<file path="src/rtl/utm_pkg.sv">
package utm_pkg;
  localparam int unsigned UTM_COL_CELL_W = 4;
  localparam int unsigned UTM_LEAF_W     = 2;

  function automatic bit utm_is_pow2(input int unsigned v);
    return (v >= 2) && ((v & (v - 1)) == 0);
  endfunction
endpackage

</file>
<file path="src/rtl/utm_half_add.sv">
module utm_half_add (
  input  logic a,
  input  logic b,
  output logic s,
  output logic c
);
  assign s = a ^ b;
  assign c = a & b;
endmodule

</file>
<file path="src/rtl/utm_full_add.sv">
module utm_full_add (
  input  logic a,
  input  logic b,
  input  logic ci,
  output logic s,
  output logic co
);
  assign s  = a ^ b ^ ci;
  assign co = (a & b) | (ci & (a ^ b));
endmodule

</file>
<file path="src/rtl/utm_rca.sv">
module utm_rca #(
  parameter int unsigned N = 16
) (
  input  logic [N-1:0] a,
  input  logic [N-1:0] b,
  input  logic         ci,
  output logic [N-1:0] sum,
  output logic         co
);
  logic [N:0] chain;
  assign chain[0] = ci;

  for (genvar k = 0; k < N; k++) begin : g_bit
    utm_full_add u_fa (
      .a (a[k]),
      .b (b[k]),
      .ci(chain[k]),
      .s (sum[k]),
      .co(chain[k+1])
    );
  end

  assign co = chain[N];
endmodule

</file>
<file path="src/rtl/utm_leaf2.sv">
module utm_leaf2 (
  input  logic [1:0] x,
  input  logic [1:0] y,
  output logic [3:0] p
);
  logic pp00, pp10, pp01, pp11;
  logic mid_c, top_c;

  // four AND gates
  assign pp00 = x[0] & y[0];
  assign pp10 = x[1] & y[0];
  assign pp01 = x[0] & y[1];
  assign pp11 = x[1] & y[1];

  // crosswise column
  utm_half_add u_ha_mid (.a(pp10), .b(pp01), .s(p[1]), .c(mid_c));
  // vertical upper column plus crosswise carry
  utm_half_add u_ha_top (.a(mid_c), .b(pp11), .s(p[2]), .c(top_c));

  assign p[0] = pp00;
  assign p[3] = top_c;
endmodule

</file>
<file path="src/rtl/utm_col4.sv">
module utm_col4 #(
  parameter int unsigned N = 4
) (
  input  logic [N-1:0]   x,
  input  logic [N-1:0]   y,
  output logic [2*N-1:0] p
);
  localparam int unsigned NCOL = 2 * N - 1;
  localparam int unsigned AW   = $clog2(2 * N);
  localparam int unsigned CW   = AW - 1;

  logic [AW-1:0] acc;
  logic [CW-1:0] carry;

  // every column sum formed in the same combinational pass
  always_comb begin
    carry = '0;
    acc   = '0;
    p     = '0;
    for (int k = 0; k < NCOL; k++) begin
      acc = {1'b0, carry};
      for (int i = 0; i < N; i++) begin
        for (int j = 0; j < N; j++) begin
          if (i + j == k) acc = acc + AW'(x[i] & y[j]);
        end
      end
      p[k]  = acc[0];
      carry = acc[AW-1:1];
    end
    p[2*N-1] = carry[0];
  end

  // the carry leaving the last column fits in the single MSB
  always_comb begin
    assert_col_msb_fits_R3: assert (carry[CW-1:1] == '0)
      else $error("column cell final carry wider than one bit");
  end
endmodule

</file>
<file path="src/rtl/utm_node.sv">
module utm_node #(
  parameter int unsigned W       = 16,
  parameter bit          USE_COL = 1'b1
) (
  input  logic [W-1:0]   x,
  input  logic [W-1:0]   y,
  output logic [2*W-1:0] p
);
  import utm_pkg::*;
  localparam int unsigned H = W / 2;

  if (W == UTM_LEAF_W) begin : g_leaf
    utm_leaf2 u_leaf (.x(x), .y(y), .p(p));
  end else if (W == UTM_COL_CELL_W && USE_COL) begin : g_col
    utm_col4 #(.N(W)) u_col (.x(x), .y(y), .p(p));
  end else begin : g_split
    logic [W-1:0] ll, lh, hl, hh;
    logic [W-1:0] cross_sum;
    logic         cross_c;
    logic [W:0]   mid_sum;
    logic         mid_c;
    logic [W-1:0] top_sum;
    logic         top_c;

    utm_node #(.W(H), .USE_COL(USE_COL)) u_ll (.x(x[H-1:0]), .y(y[H-1:0]), .p(ll));
    utm_node #(.W(H), .USE_COL(USE_COL)) u_lh (.x(x[H-1:0]), .y(y[W-1:H]), .p(lh));
    utm_node #(.W(H), .USE_COL(USE_COL)) u_hl (.x(x[W-1:H]), .y(y[H-1:0]), .p(hl));
    utm_node #(.W(H), .USE_COL(USE_COL)) u_hh (.x(x[W-1:H]), .y(y[W-1:H]), .p(hh));

    // adder 1: the two crosswise products
    utm_rca #(.N(W)) u_add_cross (
      .a(lh), .b(hl), .ci(1'b0), .sum(cross_sum), .co(cross_c)
    );
    // adder 2: crosswise sum plus upper half of low-by-low
    utm_rca #(.N(W+1)) u_add_mid (
      .a({cross_c, cross_sum}),
      .b({{(H+1){1'b0}}, ll[W-1:H]}),
      .ci(1'b0), .sum(mid_sum), .co(mid_c)
    );
    // adder 3: high-by-high plus upper part of the middle sum
    utm_rca #(.N(W)) u_add_top (
      .a(hh),
      .b({{(H-1){1'b0}}, mid_sum[W:H]}),
      .ci(1'b0), .sum(top_sum), .co(top_c)
    );

    assign p = {top_sum, mid_sum[H-1:0], ll[H-1:0]};

    // neither wide adder may overflow, otherwise a product bit is lost
    always_comb begin
      assert_mid_no_carry_R5: assert (mid_c == 1'b0)
        else $error("middle adder carried out");
      assert_top_no_carry_R5: assert (top_c == 1'b0)
        else $error("top adder carried out");
    end
  end
endmodule

</file>
<file path="src/rtl/utm_mul_stream.sv">
module utm_mul_stream #(
  parameter int unsigned WIDTH           = 16,
  parameter bit          USE_COLUMN_CELL = 1'b1
) (
  input  logic               clk,
  input  logic               rst_n,
  input  logic               in_valid,
  output logic               in_ready,
  input  logic [WIDTH-1:0]   op_a,
  input  logic [WIDTH-1:0]   op_b,
  output logic               out_valid,
  input  logic               out_ready,
  output logic [2*WIDTH-1:0] product
);
  import utm_pkg::*;
  localparam int unsigned PW = 2 * WIDTH;

  if (!utm_is_pow2(WIDTH)) begin : g_bad_width
    $error("WIDTH must be a power of two");
  end

  logic [PW-1:0] tree_p;
  logic          take;

  utm_node #(.W(WIDTH), .USE_COL(USE_COLUMN_CELL)) u_tree (
    .x(op_a), .y(op_b), .p(tree_p)
  );

  assign in_ready = !out_valid || out_ready;
  assign take     = in_valid && in_ready;

  always_ff @(posedge clk or negedge rst_n) begin
    if (!rst_n) begin
      out_valid <= 1'b0;
      product   <= '0;
    end else if (take) begin
      out_valid <= 1'b1;
      product   <= tree_p;
    end else if (out_ready) begin
      out_valid <= 1'b0;
    end
  end

  logic [PW-1:0] a_wide, b_wide;
  assign a_wide = {{WIDTH{1'b0}}, op_a};
  assign b_wide = {{WIDTH{1'b0}}, op_b};

  assert_reset_idle_R6: assert property (@(posedge clk)
    !rst_n |-> (!out_valid && in_ready));

  assert_product_value_R1: assert property (@(posedge clk) disable iff (!rst_n)
    (in_valid && in_ready) |=> (out_valid && product == $past(a_wide) * $past(b_wide)));

  assert_stall_hold_R8: assert property (@(posedge clk) disable iff (!rst_n)
    (out_valid && !out_ready) |=> (out_valid && $stable(product)));

  assert_stall_blocks_R8: assert property (@(posedge clk) disable iff (!rst_n)
    (out_valid && !out_ready) |-> !in_ready);

  assert_drain_R10: assert property (@(posedge clk) disable iff (!rst_n)
    (out_valid && out_ready && !in_valid) |=> !out_valid);
endmodule

</file>
<file path="config.mk">
export PLATFORM = sky130hd
export DESIGN_NAME = utm_mul_stream
export DESIGN_NICKNAME = d
export VERILOG_FILES = /design/src/rtl/utm_pkg.sv /design/src/rtl/utm_half_add.sv /design/src/rtl/utm_full_add.sv /design/src/rtl/utm_rca.sv /design/src/rtl/utm_leaf2.sv /design/src/rtl/utm_col4.sv /design/src/rtl/utm_node.sv /design/src/rtl/utm_mul_stream.sv
export SDC_FILE = /design/constraint.sdc
export NUM_CORES = 1
export LEC_CHECK = 0
export CAP_MARGIN = 15
export CORE_MARGIN = 5
export CORE_UTILIZATION = 50
export CTS_CLUSTER_DIAMETER = 60
export CTS_CLUSTER_SIZE = 10
export DETAILED_ROUTE_END_ITERATION = 12
export GPL_ROUTABILITY_DRIVEN = 0
export HOLD_SLACK_MARGIN = 0.05
export PLACE_DENSITY_LB_ADDON = 0.3
export SYNTH_ARGS = -nofsm -noshare
export SYNTH_HDL_FRONTEND = slang
export SYNTH_SLANG_ARGS = --single-unit
</file>
<file path="constraint.sdc">
create_clock -name clk -period 1.4 [get_ports clk]
set_input_delay 0.28 -clock clk [delete_from_list [all_inputs] [get_ports clk]]
set_output_delay 0.28 -clock clk [all_outputs]
set_load 0.02 [all_outputs]
</file>
# == Word level (Yosys, flattened, before mapping) ==
# Cells that the tools add are included.
# op_classes
addsub,240
n_mux,2
bitwise_logic,802
reduce_logical,4
# ops
op,n
$and A1 B1 Y1,481
$add A3 B1 Y3,132
$xor A1 B1 Y1,235
$add A2 B1 Y3,76
$or A1 B1 Y1,86
$add A2 B1 Y2,16
$add A1 B1 Y2 const A,12
$add A2 B1 Y3 const A,4
$mux W1,2
$reduce_bool A2 Y1,1
$logic_and A1 B1 Y1,1
$logic_not A1 Y1,1
$logic_or A1 B1 Y1,1
# word_totals
reg_bits,33
out_inout_bits,34

# == Depth between registers and ports, before layout ==
# depth
ltp_word,67
mapped_depth,56
mapped_depth_nobuf,55

# == Cells and area by module ==
# From an unflattened synthesis, not the netlist that was laid out.
# unflattened
hier_cells,865
hier_area_um2,9798.1
# by_module_without_submodules
mod,instances,cells_each,area_per_inst_um2
utm_col4,16,40,337.8
utm_full_add,149,1,20.0
utm_mul_stream,1,71,1391.3
utm_node at u_tree ...,5,1,3.8

# == Worst setup path after synthesis ==
# OpenSTA, ideal clock, no wires.
# synth_timing
kind,input to register
from,input port op_b[1]
to,register product[31]
setup_time_ns,0.125
t_arrival_ns,13.863
required_time_ns,1.275
setup_slack_ns,-12.588
stages,56
path_buffers,1
path_cell_list,clkbuf_1 > and2_1 > ha_1 > fa_1 > ha_1 > ha_1 > inv_1 > fa_1 > inv_1 > fa_1 > inv_1 > fa_1 > inv_1 > ha_1 > fa_1 > inv_1 > fa_1 > fa_1 > [... 20 more ...] > fa_1 > fa_1 > fa_1 > fa_1 > fa_1 > fa_1 > inv_1 > fa_1 > inv_1 > ha_1 > ha_1 > ha_1 > ha_1 > ha_1 > ha_1 > xor2_1 > xnor2_1 > mux2_4
# synth_via
elab_chain_len,67
elab_cells_between_ends,409
# synth_lines
element,line,rtl
"start, declared",utm_mul_stream.sv:10,"input logic [WIDTH-1:0] op_b,"
branches (longest 59 deep; another with $add A2 B1 Y3),n/a,
$or A1 B1 Y1 *,utm_full_add.sv:9,assign co = (a & b) | (ci & (a ^ b));
$and A1 B1 Y1 * (6 in series),utm_full_add.sv:9,
$xor A1 B1 Y1 *,utm_full_add.sv:8,assign s = a ^ b ^ ci;
"end signal, assigned",utm_mul_stream.sv:38,product <= tree_p;
"end, declared",utm_mul_stream.sv:13,output logic [2*WIDTH-1:0] product
# Mark *: on every way between the ends.
# A chain may end at the register's enable or synchronous reset.

# == Worst setup path in the final report ==
# layout_timing
from,input port op_a[0]
to,register product[31]
# layout_via
elab_chain_len,67
elab_cells_between_ends,414
# layout_lines
element,line,rtl
"start, declared",utm_mul_stream.sv:9,"input logic [WIDTH-1:0] op_a,"
branches (longest 59 deep; another with $add A2 B1 Y3),n/a,
$or A1 B1 Y1 *,utm_full_add.sv:9,
$and A1 B1 Y1 * (6 in series),utm_full_add.sv:9,
$xor A1 B1 Y1 *,utm_full_add.sv:8,
# Marks and branches as above.

==> results by group <==
Run status
  – Outcome: finished with violations
  – Failing checks: negative setup slack

Synth
  – Post-synthesis sequential area ratio: 8.70%
  – Number of synthesized flops with an enable pin: 0
  – Post-Syn Area: 0.00949 sq mm
  – Syn. warnings: 0
  – Synth Flop Type: dfrtp_1
  – Synth top cells by count: fa_1, inv_1, and2_1
  – Ys async rst share: 100%
  – Post-synthesis register bit count: 33
  – Dominant cells by area after synthesis: fa_1, ha_1, and2_1, dfrtp_1, inv_1
  – Synth Instances: between 900 and 1k
  – Post-synth cell types: 18
  – Synthesized net count: 1281
  – Area share of the largest cell type after synthesis: between 40% and 50%
  – Syn Area/Cell: just over 10 sq um
  – Synth area leader: fa_1

Worst setup path
  – Nature of the critical path endpoint: flop
  – Required @ worst endpoint: 1.57 ns
  – Most used cell, CP: fa_2
  – Startpoint Class: input pin
  – CP Class: in -> reg
  – Worst path arrival time: 13.21 ns
  – Max stage delay on crit path: 0.55 ns
  – Slowest CP cell: fa_2
  – Worst-path maximum fanout: 4

Timing
  – Hold slack: 0.359 ns
  – Fin crit share: 931%
  – Slew Limit Fails: 0
  – Fin crit period: 13.04 ns
  – Relative slew margins: 82.1%
  – Final Hold Viols: 0
  – Slew @ Worst Pin: 0.267 ns
  – RSZ-0062 raised after global routing: true
  – Setup slack after layout: -11.64 ns
  – Max Clock Skew: 0.00133 ns
  – F_max: between 0.07 and 0.08 GHz
  – Final setup vio count: 30

Floorplanning
  – Die area: 0.0218 sq mm
  – Initial Util: 50.7%
  – Row cnt: 50
  – CORE AREA: around 0.019 sq mm
  – IO Count: 70
  – Die width: 148 um
  – Die Ht: 148 um

Clock tree
  – H-tree depth: 2
  – Cts bufs inserted: 5
  – Clock slew at reported path FFs: ~0.050 ns
  – TritonCTS clock tree: yes
  – Clock sinks: 33
  – Worst-Skew Late Latency: 0.28 ns
  – Hold_buf cts: 0
  – CTS max path bufs: 2
  – Root Buffer: clkbuf_16

Global routing
  – Grt total ovfl: 0
  – Largest net degree at the start of global routing: 34
  – Global-route wire length before repair: 36000 um
  – Number of global-route vias before repair: 6980
  – Initial antenna violation count: 0
  – Overall routing resource usage: about a fifth

Route
  – Detail Route Antenna Nets: 0
  – Final wirelength: 21100 um
  – Detail Route met3 WL: 1150 um
  – Metal-1 WL: 9770 um
  – Via/cell ratio: 5.00
  – TritonRoute pass-1 iters: 4
  – Iteration-0 DRC Markers: 223
  – Drt wl/cell: 17.0 um
  – DR WL met2: 9890 um
  – # DRC: 0
  – DR top layer: met4
  – DR vias: 6217

Run
  – MaxCap Viol Count: 0

Hold path
  – Hold crit path type: in -> async

Power
  – Total power: 27.5 mW
  – Maximum vdd drop: 1.81 mV
  – Pleak: 5.84 nW
  – Power Dens Cells: 2450 mW/mm^2

Placed design
  – Port Buf Inserts: 69
  – Area after DPL: 0.0110 sq mm
  – HPWL Detailed: 18200 um
  – Place WS: -12.71 ns

Layout
  – Design area: roughly 0.011 sq mm
  – Final net count: 1375
  – ANT cells: 0
  – Core Util, Final: 59.9%
  – Share of cells above drive strength 1: 16.1%
  – Layout area overhead: 18.1%
==> metrics by stage <==
step	std cells	TNS [ns]
after floorplan	914	-231.75
after global placement	1233	-249.18
after detailed placement	1233	-250.90
after CTS	1243	-223.56
after global routing	1243	-230.60
final	1243	-223.34
==> layer usage <==
layer,global-route usage (%),vias up
met2,34.2,121
met1,30.4,3239
li1,-,2838
met3,1.81,19
met5,0,-
met4,4.61,0
==> power by group <==
group	total (mW)	internal, mW	switching [mW]
combinational	24.6	12.5	12.1
clock	1.07	0.653	0.416
sequential	1.81	1.57	0.245
total	27.5	14.7	12.7
==> final timing paths <==
kind                             from     endpoint  slack [ns]  cells after the start
setup / recovery              op_a[0]  product[31]      -11.64                     56
hold / removal                  rst_n  product[31]        0.36                      2
setup reg to reg            out_valid  product[28]        0.11                      5
hold reg to reg            product[0]   product[0]        0.49                      1
max in group asynchronous       rst_n   product[4]        0.86                      2
min in group clk           product[0]   product[0]        0.49                      1
==> worst max-delay path, delay by kind of cell <==
family	cells	cell delay, ns
adder cells (fa/ha/maj)	39	11.56
buffers and inverters	13	0.64
XOR/XNOR	2	0.26
AND/OR/NAND/NOR	1	0.16
multiplexers	1	0.27
==> final cells by class <==
class | count | area (sq um)
inverters | 214 | 803
multi-input cells | 632 | 8030
fillers | 1561 | 7490
clock inverters | 2 | 10.0
well taps | 234 | 293
flip-flops and latches | 33 | 826
clock buffers | 6 | 129
repair buffers | 122 | 1120
==> cell families after synthesis <==
group | after synthesis | synth area share (%)
buffers and inverters | 249 | 10.1
AOI/OAI and AO/OA | 1 | 0.105
adders and majority gates | 331 | 60.6
xor gates and xnor gates | 10 | 0.923
muxes | 31 | 4.67
and+or+nand+nor | 259 | 14.9
DFF | 33 | 8.70
==> flip-flops by register name (all words and copies together) (netlist names) <==
register   flops
product       32
out_valid      1
==> cells in the final DEF, fill, tap and decap left out, types with 2 or more instances in the layout <==
| cell | instances |
|---|---|
| inv_1 | 198 |
| fa_1 | 187 |
| and2_1 | 165 |
| ha_1 | 98 |
| nand2_1 | 86 |
| buf_4 | 45 |
| dlygate4sd2_1 | 35 |
| dfrtp_1 | 33 |
| clkdlybuf4s50_1 | 28 |
| mux2_4 | 27 |
| fa_2 | 27 |
| ha_4 | 19 |
| inv_2 | 16 |
| xor2_1 | 7 |
| clkbuf_16 | 5 |
| buf_6 | 5 |
| buf_12 | 5 |
| and2_4 | 4 |
| xnor2_1 | 3 |
| mux2i_1 | 3 |
| clkinv_2 | 2 |
| buf_2 | 2 |
==> what timing repair did <==
item | in CTS | in global routing
resized for setup | 78 | 6
endpoints found under the setup margin | 64 | 32
buffers inserted | 2 | 0
pin swaps | 37 | 3
hold endpoints to repair | 0 | 0
No activity file was read; power rests on OpenSTA's default activity.
